--- config.mk ---
export PLATFORM = sky130hd
export DESIGN_NAME = ext_irq_sel
export DESIGN_NICKNAME = d
export VERILOG_FILES = /design/src/rtl/irq_sel_pkg.sv /design/src/rtl/irq_prio_enc.sv /design/src/rtl/irq_pend_ctrl.sv /design/src/rtl/irq_ack_fwd.sv /design/src/rtl/ext_irq_sel.sv
export SDC_FILE = /design/constraint.sdc
export NUM_CORES = 1
export LEC_CHECK = 0
export BUFFER_PORTS_ARGS = -buffer_cell sky130_fd_sc_hd__buf_2
export CAP_MARGIN = 20
export CELL_PAD_IN_SITES_DETAIL_PLACEMENT = 0
export CELL_PAD_IN_SITES_GLOBAL_PLACEMENT = 1
export CORE_AREA = 2 2 52 54
export DETAILED_ROUTE_END_ITERATION = 6
export DIE_AREA = 0 0 54 56
export PLACE_DENSITY_LB_ADDON = 0.12
export SLEW_MARGIN = 20
export SYNTH_ARGS = -nofsm -noshare
export SYNTH_HDL_FRONTEND = slang
export SYNTH_SLANG_ARGS = --single-unit
--- constraint.sdc ---
create_clock -name clk -period 4.2 [get_ports clk]
set_clock_uncertainty 0.05 [all_clocks]
set_input_delay 0.42 -clock clk [delete_from_list [all_inputs] [get_ports clk]]
set_output_delay 0.42 -clock clk [all_outputs]
set_load 0.02 [all_outputs]
--- src/rtl/irq_sel_pkg.sv ---
package irq_sel_pkg;

   // True when the code lies in the group whose base shares the upper bits.
   function automatic logic grp_hit(input logic [31:0] code,
                                    input logic [31:0] base,
                                    input int unsigned low_w);
      return (code >> low_w) == (base >> low_w);
   endfunction

   typedef enum logic {ACK_PASS = 1'b0, ACK_REGD = 1'b1} ack_mode_e;

endpackage

--- src/rtl/irq_prio_enc.sv ---
module irq_prio_enc #(
   parameter int unsigned LEVELS = 15,
   parameter int unsigned LVL_W  = 4
) (
   input  logic [LEVELS-1:0] req,   // req[i] is level i+1
   output logic              any,
   output logic [LVL_W-1:0]  lvl
);
   always_comb begin
      any = 1'b0;
      lvl = '0;
      for (int i = 0; i < LEVELS; i++) begin
         if (req[i]) begin
            any = 1'b1;
            lvl = LVL_W'(i + 1);
         end
      end
   end
endmodule

--- src/rtl/irq_pend_ctrl.sv ---
module irq_pend_ctrl #(
   parameter int unsigned        CODE_W   = 8,
   parameter int unsigned        LVL_W    = 4,
   parameter logic [CODE_W-1:0]  GRP_BASE = 8'h10
) (
   input  logic              clk,
   input  logic              rst,
   input  logic              sel_any,
   input  logic [LVL_W-1:0]  sel_lvl,
   input  logic [CODE_W-1:0] core_code,
   output logic [CODE_W-1:0] pend_code,
   output logic              hard_req,
   output logic              clr_strobe
);
   import irq_sel_pkg::*;

   logic [CODE_W-1:0] sel_code;
   logic              core_in_grp;
   logic              may_load;
   logic              do_load;
   logic              do_clear;

   assign sel_code    = GRP_BASE | {{(CODE_W-LVL_W){1'b0}}, sel_lvl};
   assign core_in_grp = grp_hit(32'(core_code), 32'(GRP_BASE), LVL_W);
   assign may_load    = (core_code == '0) || core_in_grp;
   assign do_load     = sel_any && may_load;
   assign do_clear    = !sel_any && core_in_grp;

   always_ff @(posedge clk) begin
      if (rst) begin
         pend_code  <= '0;
         hard_req   <= 1'b0;
         clr_strobe <= 1'b0;
      end else begin
         hard_req   <= do_load && (sel_code != core_code);
         clr_strobe <= do_clear;
         if (do_load)
            pend_code <= sel_code;
         else if (do_clear)
            pend_code <= '0;
      end
   end
endmodule

--- src/rtl/irq_ack_fwd.sv ---
module irq_ack_fwd #(
   parameter int unsigned          LVL_W = 4,
   parameter irq_sel_pkg::ack_mode_e MODE = irq_sel_pkg::ACK_REGD
) (
   input  logic             clk,
   input  logic             rst,
   input  logic             ack_valid,
   input  logic [LVL_W-1:0] ack_level,
   output logic             out_valid,
   output logic [LVL_W-1:0] out_level
);
   generate
      if (MODE == irq_sel_pkg::ACK_REGD) begin : g_reg
         always_ff @(posedge clk) begin
            if (rst) begin
               out_valid <= 1'b0;
               out_level <= '0;
            end else begin
               out_valid <= ack_valid;
               out_level <= ack_valid ? ack_level : '0;
            end
         end
      end else begin : g_pass
         logic clk_unused;
         assign clk_unused = clk;
         assign out_valid  = ack_valid && !rst;
         assign out_level  = out_valid ? ack_level : '0;
      end
   endgenerate
endmodule

--- src/rtl/ext_irq_sel.sv ---
module ext_irq_sel #(
   parameter int unsigned             LEVELS   = 15,
   parameter int unsigned             CODE_W   = 8,
   parameter logic [CODE_W-1:0]       GRP_BASE = 8'h10,
   parameter irq_sel_pkg::ack_mode_e  ACK_MODE = irq_sel_pkg::ACK_REGD,
   localparam int unsigned            LVL_W    = $clog2(LEVELS + 1)
) (
   input  logic              clk,
   input  logic              rst,
   input  logic [LEVELS:0]   irq_lvl,
   input  logic [CODE_W-1:0] core_code,
   input  logic              ack_valid,
   input  logic [LVL_W-1:0]  ack_level,
   output logic [CODE_W-1:0] pend_code,
   output logic              hard_req,
   output logic              clr_strobe,
   output logic              ack_out_valid,
   output logic [LVL_W-1:0]  ack_out_level
);
   initial begin
      if (LEVELS < 1)
         $error("LEVELS must be at least 1");
      if (CODE_W <= LVL_W)
         $error("CODE_W must exceed the level field width");
      if (GRP_BASE[LVL_W-1:0] != '0)
         $error("GRP_BASE must have a zero level field");
      if (GRP_BASE == '0)
         $error("GRP_BASE must be non-zero");
   end

   logic             bit0_unused;
   logic             sel_any;
   logic [LVL_W-1:0] sel_lvl;

   assign bit0_unused = irq_lvl[0];

   irq_prio_enc #(.LEVELS(LEVELS), .LVL_W(LVL_W)) u_enc (
      .req (irq_lvl[LEVELS:1]),
      .any (sel_any),
      .lvl (sel_lvl)
   );

   irq_pend_ctrl #(.CODE_W(CODE_W), .LVL_W(LVL_W), .GRP_BASE(GRP_BASE)) u_pend (
      .clk        (clk),
      .rst        (rst),
      .sel_any    (sel_any),
      .sel_lvl    (sel_lvl),
      .core_code  (core_code),
      .pend_code  (pend_code),
      .hard_req   (hard_req),
      .clr_strobe (clr_strobe)
   );

   irq_ack_fwd #(.LVL_W(LVL_W), .MODE(ACK_MODE)) u_ack (
      .clk       (clk),
      .rst       (rst),
      .ack_valid (ack_valid),
      .ack_level (ack_level),
      .out_valid (ack_out_valid),
      .out_level (ack_out_level)
   );
endmodule

==> results of run 1 <==
## registers in the layout, summed over array words and instances (netlist names)
register and flops:
u_ack.out_level 4, u_ack.out_valid 1, u_pend.clr_strobe 1, u_pend.hard_req 1, u_pend.pend_code 5
## area by class of cell
cell class	count	share of cell area
multi-input cells	65	0.4263
flip-flops and latches	12	0.2598
repair buffers	41	0.2219
well taps	30	0.04060
clock buffers	4	0.03924
inverters	3	0.01218
## cells by family after synthesis
family / after synthesis
DFF: 12
xor gates and xnor gates: 1
buffers and inverters: 9
AOI/OAI and AO/OA: 17
muxes: 1
and+or+nand+nor: 43
other: 1
## Yosys cell counts
cell type / n
or3_1: 4
o31ai_1: 3
and2_1: 4
nor2b_1: 2
nor3_1: 4
a2111oi_0: 1
conb_1: 1
dfxtp_1: 12
o21ba_1: 1
a311oi_1: 2
nand2_2: 1
a21oi_1: 5
xnor2_1: 1
nand2b_1: 2
a31oi_1: 1
nand3_1: 3
nor4_1: 3
nor2_1: 12
o21ai_0: 2
nand2_1: 2
inv_1: 3
or4_1: 3
buf_2: 2
nor4_4: 1
mux2i_1: 1
buf_4: 3
a221o_1: 1
and3_1: 1
or3b_1: 1
o211ai_1: 1
buf_6: 1
## power by group through the flow
stage	Clock [mW]	Sequential, mW	Combinational [mW]
2_1_floorplan	0	0.126	0.0229
3_3_place_gp	0	0.121	0.0499
3_5_place_dp	0	0.121	0.0504
4_1_cts	0.0931	0.119	0.0506
5_1_grt	0.0989	0.119	0.0561
6_report	0.0891	0.119	0.0498
## worst register-to-register path, delay by kind of cell, from the launching register on
family / cells / cell delay, ns
DFF: 1 / 0.31
AOI/OAI and AO/OA: 1 / 0.16
and+or+nand+nor: 1 / 0.13
## worst max-delay path by stage
| stage | endpoint | cells past startpoint | startpoint |
|---|---|---|---|
| 2_1_floorplan | u_pend.pend_code[1]$_SDFFE_PP0P_ | 7 | irq_lvl[8] |
| 6_report | u_pend.pend_code[1]$_SDFFE_PP0P_ | 6 | irq_lvl[8] |
| 4_1_cts | u_pend.pend_code[1]$_SDFFE_PP0P_ | 6 | irq_lvl[12] |
| 3_3_place_gp | u_pend.pend_code[1]$_SDFFE_PP0P_ | 6 | irq_lvl[8] |
| 5_1_grt | u_pend.pend_code[1]$_SDFFE_PP0P_ | 6 | irq_lvl[12] |
| 3_5_place_dp | u_pend.pend_code[1]$_SDFFE_PP0P_ | 6 | irq_lvl[12] |
## routing by layer
layer	share of wire	wire length (um)	vias up	track usage
met5	0	0	-	0
met4	0	0	0	0.05357
met3	0.067	103	0	0.01613
met2	0.50	757	25	0.1812
met1	0.44	666	316	0.1378
li1	-	-	381	-
==> impl_metrics.yaml, run 1 <==
synthesis:
  yosysSeqAreaShare: 0.3523
  synth_top_family_by_area: "simple AND/OR/NAND/NOR gates"
  synth_top_cell_area_share: 0.3523
  synth_xor_area_frac: 0.01284
  synth_area_um2: 681.9
  synth.avg_cell_area_um2: 8.118
  synth_compound_area_frac: 0.1725
  netlist_top_cells_area: "dfxtp_1 (35%), nor2_1 (6.6%), a21oi_1 (3.7%)"
  synth-seq-cells: 12
  synth_adder_area_share: 0
  yosys.area_share.simple: 0.3615
  syn-instance-count: 84
  muxShareOfSynthArea: 0.01468
  yosysWarningCount: 0
  yosys.area.top_type: "dfxtp_1"
  synth.distinct_cells: 31
global_route:
  grtUsageTotal: 0.1111
  grt_max_degree: 9
  grt_pass1_vias: 610
  antenna_found_initial: 0
  overflow: 0
  grt_pass1_wl_um: 2525
finish:
  nFillCells: 278
  design_area_um2: 924.6
  final_common_cell: "buf_2"
  register_area_um2: 240.2
  final_core_util: 0.3801
  layout_common_cells: "buf_2 (41), nor2_1 (12), dfxtp_1 (12), a21oi_1 (5)"
  multiInputGateArea_um2: 394.1
  syn_to_final_growth_pct: 35.60
  drive_gt1_frac: 0.3760
  insertedDiodeCount: 0
  stdcell_count: 155
  num-nets-final: 157
worst_hold_path:
  hold_depth: 2
  holdPathEnd: "u_ack.out_level[2]$_SDFF_PP0_"
  min_from: "ack_level[2]"
  hold_path_class: "in2reg"
clock_tree:
  post-cts-setup-buffer-count: 0
  insertion_delay_ns: 0.27
  cts_sinks: 12
  hold_buffers: 0
  cts_buffer_depth: 2
  cts_resized: 0
  cts_tree: "done"
  cts_root_buf: "clkbuf_4"
  cts-htree-levels: 1
  tritoncts.num_buffers: 3
  path_clk_slew_ns: 0.07
setup_path:
  r2r_cells: 2
  crit_type: "in2reg"
  crit_path_start_kind: "primary input"
  slowest_delay_ns: 0.66
  worstPathCellList: "buf_2, or4_1, nor4_4, or3_1, nor2_1, o21ba_1"
  r2r-end: "u_pend.pend_code[1]$_SDFFE_PP0P_"
  cp.required_ns: 4.32
  cpLargestDelayFamily: "simple AND/OR/NAND/NOR gates"
  r2r_start: "u_pend.pend_code[1]$_SDFFE_PP0P_"
  rrSetupSlack_ns: 3.45
  critical_path_arrival_ns: 2.13
  crit_path_max_fanout: 6
  cp_slowest_cell: "or4_1"
  worst-path-buf-inv: 1
  endpoint_kind: "register"
flow_run:
  max_cap_violations: 0
pwr:
  total_power_mw: 0.2576
  pwr-share-comb: 0.193
  p_switching_mw: 0.06549
  irDropWorstVdd_uv: 149.1
  intPower_mw: 0.1921
  pwr-share-seq: 0.461
  power_frac_clock: 0.346
  power_density_nw_per_um2: 278.6
  swShare: 0.2542
  power.leakage_nw: 0.4418
timing:
  hold_slack_ns: 0.2976
  worstMarginPinSlew_ns: 0.9083
  final-hold-violation-count: 0
  rsz0062_at_grt: "false"
  setup_slack_ns: 2.190
  fmax_mhz: 497.5
  slew_headroom: 0.3788
  setup_tns_ns: 0
  final_max_slew_viol_count: 0
  fin_crit_ns: 2.010
  period_share: 0.4786
  setup_violations: 0
placement:
  dp.cells: 151
  pre_cts_slack_ns: 1.875
  io_buffers: 41
  dpl_cell_area_um2: 888.4
  dpl.hpwl_um: 1306
  gp_routability_congestion: 0.7471
die:
  core_area_um2: 2432
  rows: 18
  initial_core_util: 0.2803
  die_w_um: 54
  die_area_um2: 3024
  pin_count: 46
  die_h_um: 56
detailed_routing:
  routed_wl_um: 1527
  vias: 722
  wl_per_cell_um: 9.852
  postRouteAntennaNets: 0
  viasPerCell: 4.658
  drc_errors: 0
  drtPass1Iterations: 3
  drt_iter0_drc: 5
run_status:
  status: "finished clean"
(Power assumes the default switching activity.)
==> run 2, diff against run 1 <==
CORE_AREA = 2 2 57 59   (was 2 2 52 54)
DIE_AREA = 0 0 59 61   (was 0 0 54 56)
clock period = 1.8 ns   (was 4.2 ns; I/O delays follow)
==> run 2 against run 1 <==
Effect of this change:
- clock power increased by 76%
- combinational power increased to 2.9 times the previous value
- final area is 12% higher
- die area is 19% higher
- via count up 11%
==> impl_metrics.yaml, run 2 (synthesis gave the netlist of run 1 again) <==
clock_tree:
  hold_buffers: 0
  path_clk_slew_ns: 0.07
  cts_resized: 0
  cts_tree: "done"
  cts-htree-levels: 1
  cts_sinks: 12
  post-cts-setup-buffer-count: 0
  tritoncts.num_buffers: 3
  cts_buffer_depth: 2
  cts_root_buf: "clkbuf_4"
  insertion_delay_ns: 0.26
run_status:
  status: "finished clean"
finish:
  stdcell_count: 173
  syn_to_final_growth_pct: 51.74
  largest_reg_flops: 5
  layout_common_cells: "buf_2 (41), buf_4 (16), nor2_1 (12), dfxtp_1 (12), a21oi_1 (5)"
  drive_gt1_frac: 0.4429
  final_common_cell: "buf_2"
  insertedDiodeCount: 0
  num-nets-final: 173
  design_area_um2: 1035
  top_register: "u_pend.pend_code"
  final_core_util: 0.3504
  reg.largest.list: "u_pend.pend_code: 5 flops, u_ack.out_level: 4 flops"
timing:
  fin_crit_ns: 1.628
  hold_slack_ns: 0.06381
  final-hold-violation-count: 0
  rsz0062_at_grt: "false"
  setup_violations: 0
  period_share: 0.9046
  final_max_slew_viol_count: 0
  setup_slack_ns: 0.1717
  fmax_mhz: 614.1
  setup_tns_ns: 0
setup_path:
  worstPathCellList: "buf_2, or4_1, nor4_4, or3_1, nor2_1, o21ba_1"
  critical_path_arrival_ns: 1.74
  r2r_cells: 2
  slowest_delay_ns: 0.59
  crit_path_max_fanout: 6
  rrSetupSlack_ns: 1.05
  cp.required_ns: 1.91
  r2r-end: "u_pend.pend_code[1]$_SDFFE_PP0P_"
  cp_slowest_cell: "or4_1"
  endpoint_kind: "register"
  crit_path_start_kind: "primary input"
  r2r_start: "u_pend.pend_code[1]$_SDFFE_PP0P_"
  crit_type: "in2reg"
placement:
  gp_routability_congestion: 0.7334
  pre_cts_slack_ns: -0.1243
  io_buffers: 41
  dpl_cell_area_um2: 1012
  dp.cells: 170
  dpl.hpwl_um: 1557
worst_hold_path:
  holdPathEnd: "u_ack.out_level[0]$_SDFF_PP0_"
  min_from: "ack_level[0]"
  hold_depth: 2
  hold_path_class: "in2reg"
detailed_routing:
  drc_errors: 0
  drt_iter0_drc: 13
  postRouteAntennaNets: 0
  routed_wl_um: 1797
  drtPass1Iterations: 4
  viasPerCell: 4.653
  vias: 805
  wl_per_cell_um: 10.39
global_route:
  grt_max_degree: 9
  overflow: 0
  grt_pass1_wl_um: 2787
  antenna_found_initial: 0
  grt_pass1_vias: 677
  grtUsageTotal: 0.1031
die:
  die_w_um: 59
  pin_count: 46
  die_h_um: 61
  core_area_um2: 2953
  rows: 20
  initial_core_util: 0.2309
  die_area_um2: 3599
pwr:
  power_density_nw_per_um2: 556.5
  total_power_mw: 0.5758
  irDropWorstVdd_uv: 146.2
  power.leakage_nw: 0.5096
flow_run:
  max_cap_violations: 0
[run 2: worst max-delay path, delay by kind of cell]
family,cells,cell delay [ns]
AO/OA/AOI/OAI,1,0.17
AND/OR/NAND/NOR,4,1.28
buffers and inverters,1,0.10
[run 2: report_power, final]
part	switching (mW)	total [mW]	internal (mW)
Sequential	0.00283	0.277	0.274
Clock	0.0798	0.157	0.0772
Combinational	0.0717	0.142	0.0698
[run 2: cell type report]
class                   instances  area (um2)
inverters                       3       11.26
repair buffers                 57       325.3
well taps                      33       41.29
multi-input cells              65       394.1
clock buffers                   3       22.52
fillers                       329        1918
flip-flops and latches         12       240.2
[run 2: how the worst max path moves through the flow]
stage | from | endpoint | depth (start not counted)
floorplan | irq_lvl[8] | u_pend.pend_code[1]$_SDFFE_PP0P_ | 7
global placement | irq_lvl[6] | u_pend.hard_req$_SDFF_PP0_ | 8
detailed placement | irq_lvl[8] | u_pend.pend_code[1]$_SDFFE_PP0P_ | 6
CTS | irq_lvl[8] | u_pend.pend_code[1]$_SDFFE_PP0P_ | 6
global route | irq_lvl[8] | u_pend.pend_code[1]$_SDFFE_PP0P_ | 6
finish | irq_lvl[8] | u_pend.pend_code[1]$_SDFFE_PP0P_ | 6
[run 2: layer usage]
metal	wire (um)	up-vias	track usage	part of all wire
met2	849	33	0.1683	0.47
met3	100	4	0.01493	0.056
li1	-	415	-	-
met4	42	0	0.06818	0.023
met1	806	353	0.1266	0.45
met5	0	-	0	0
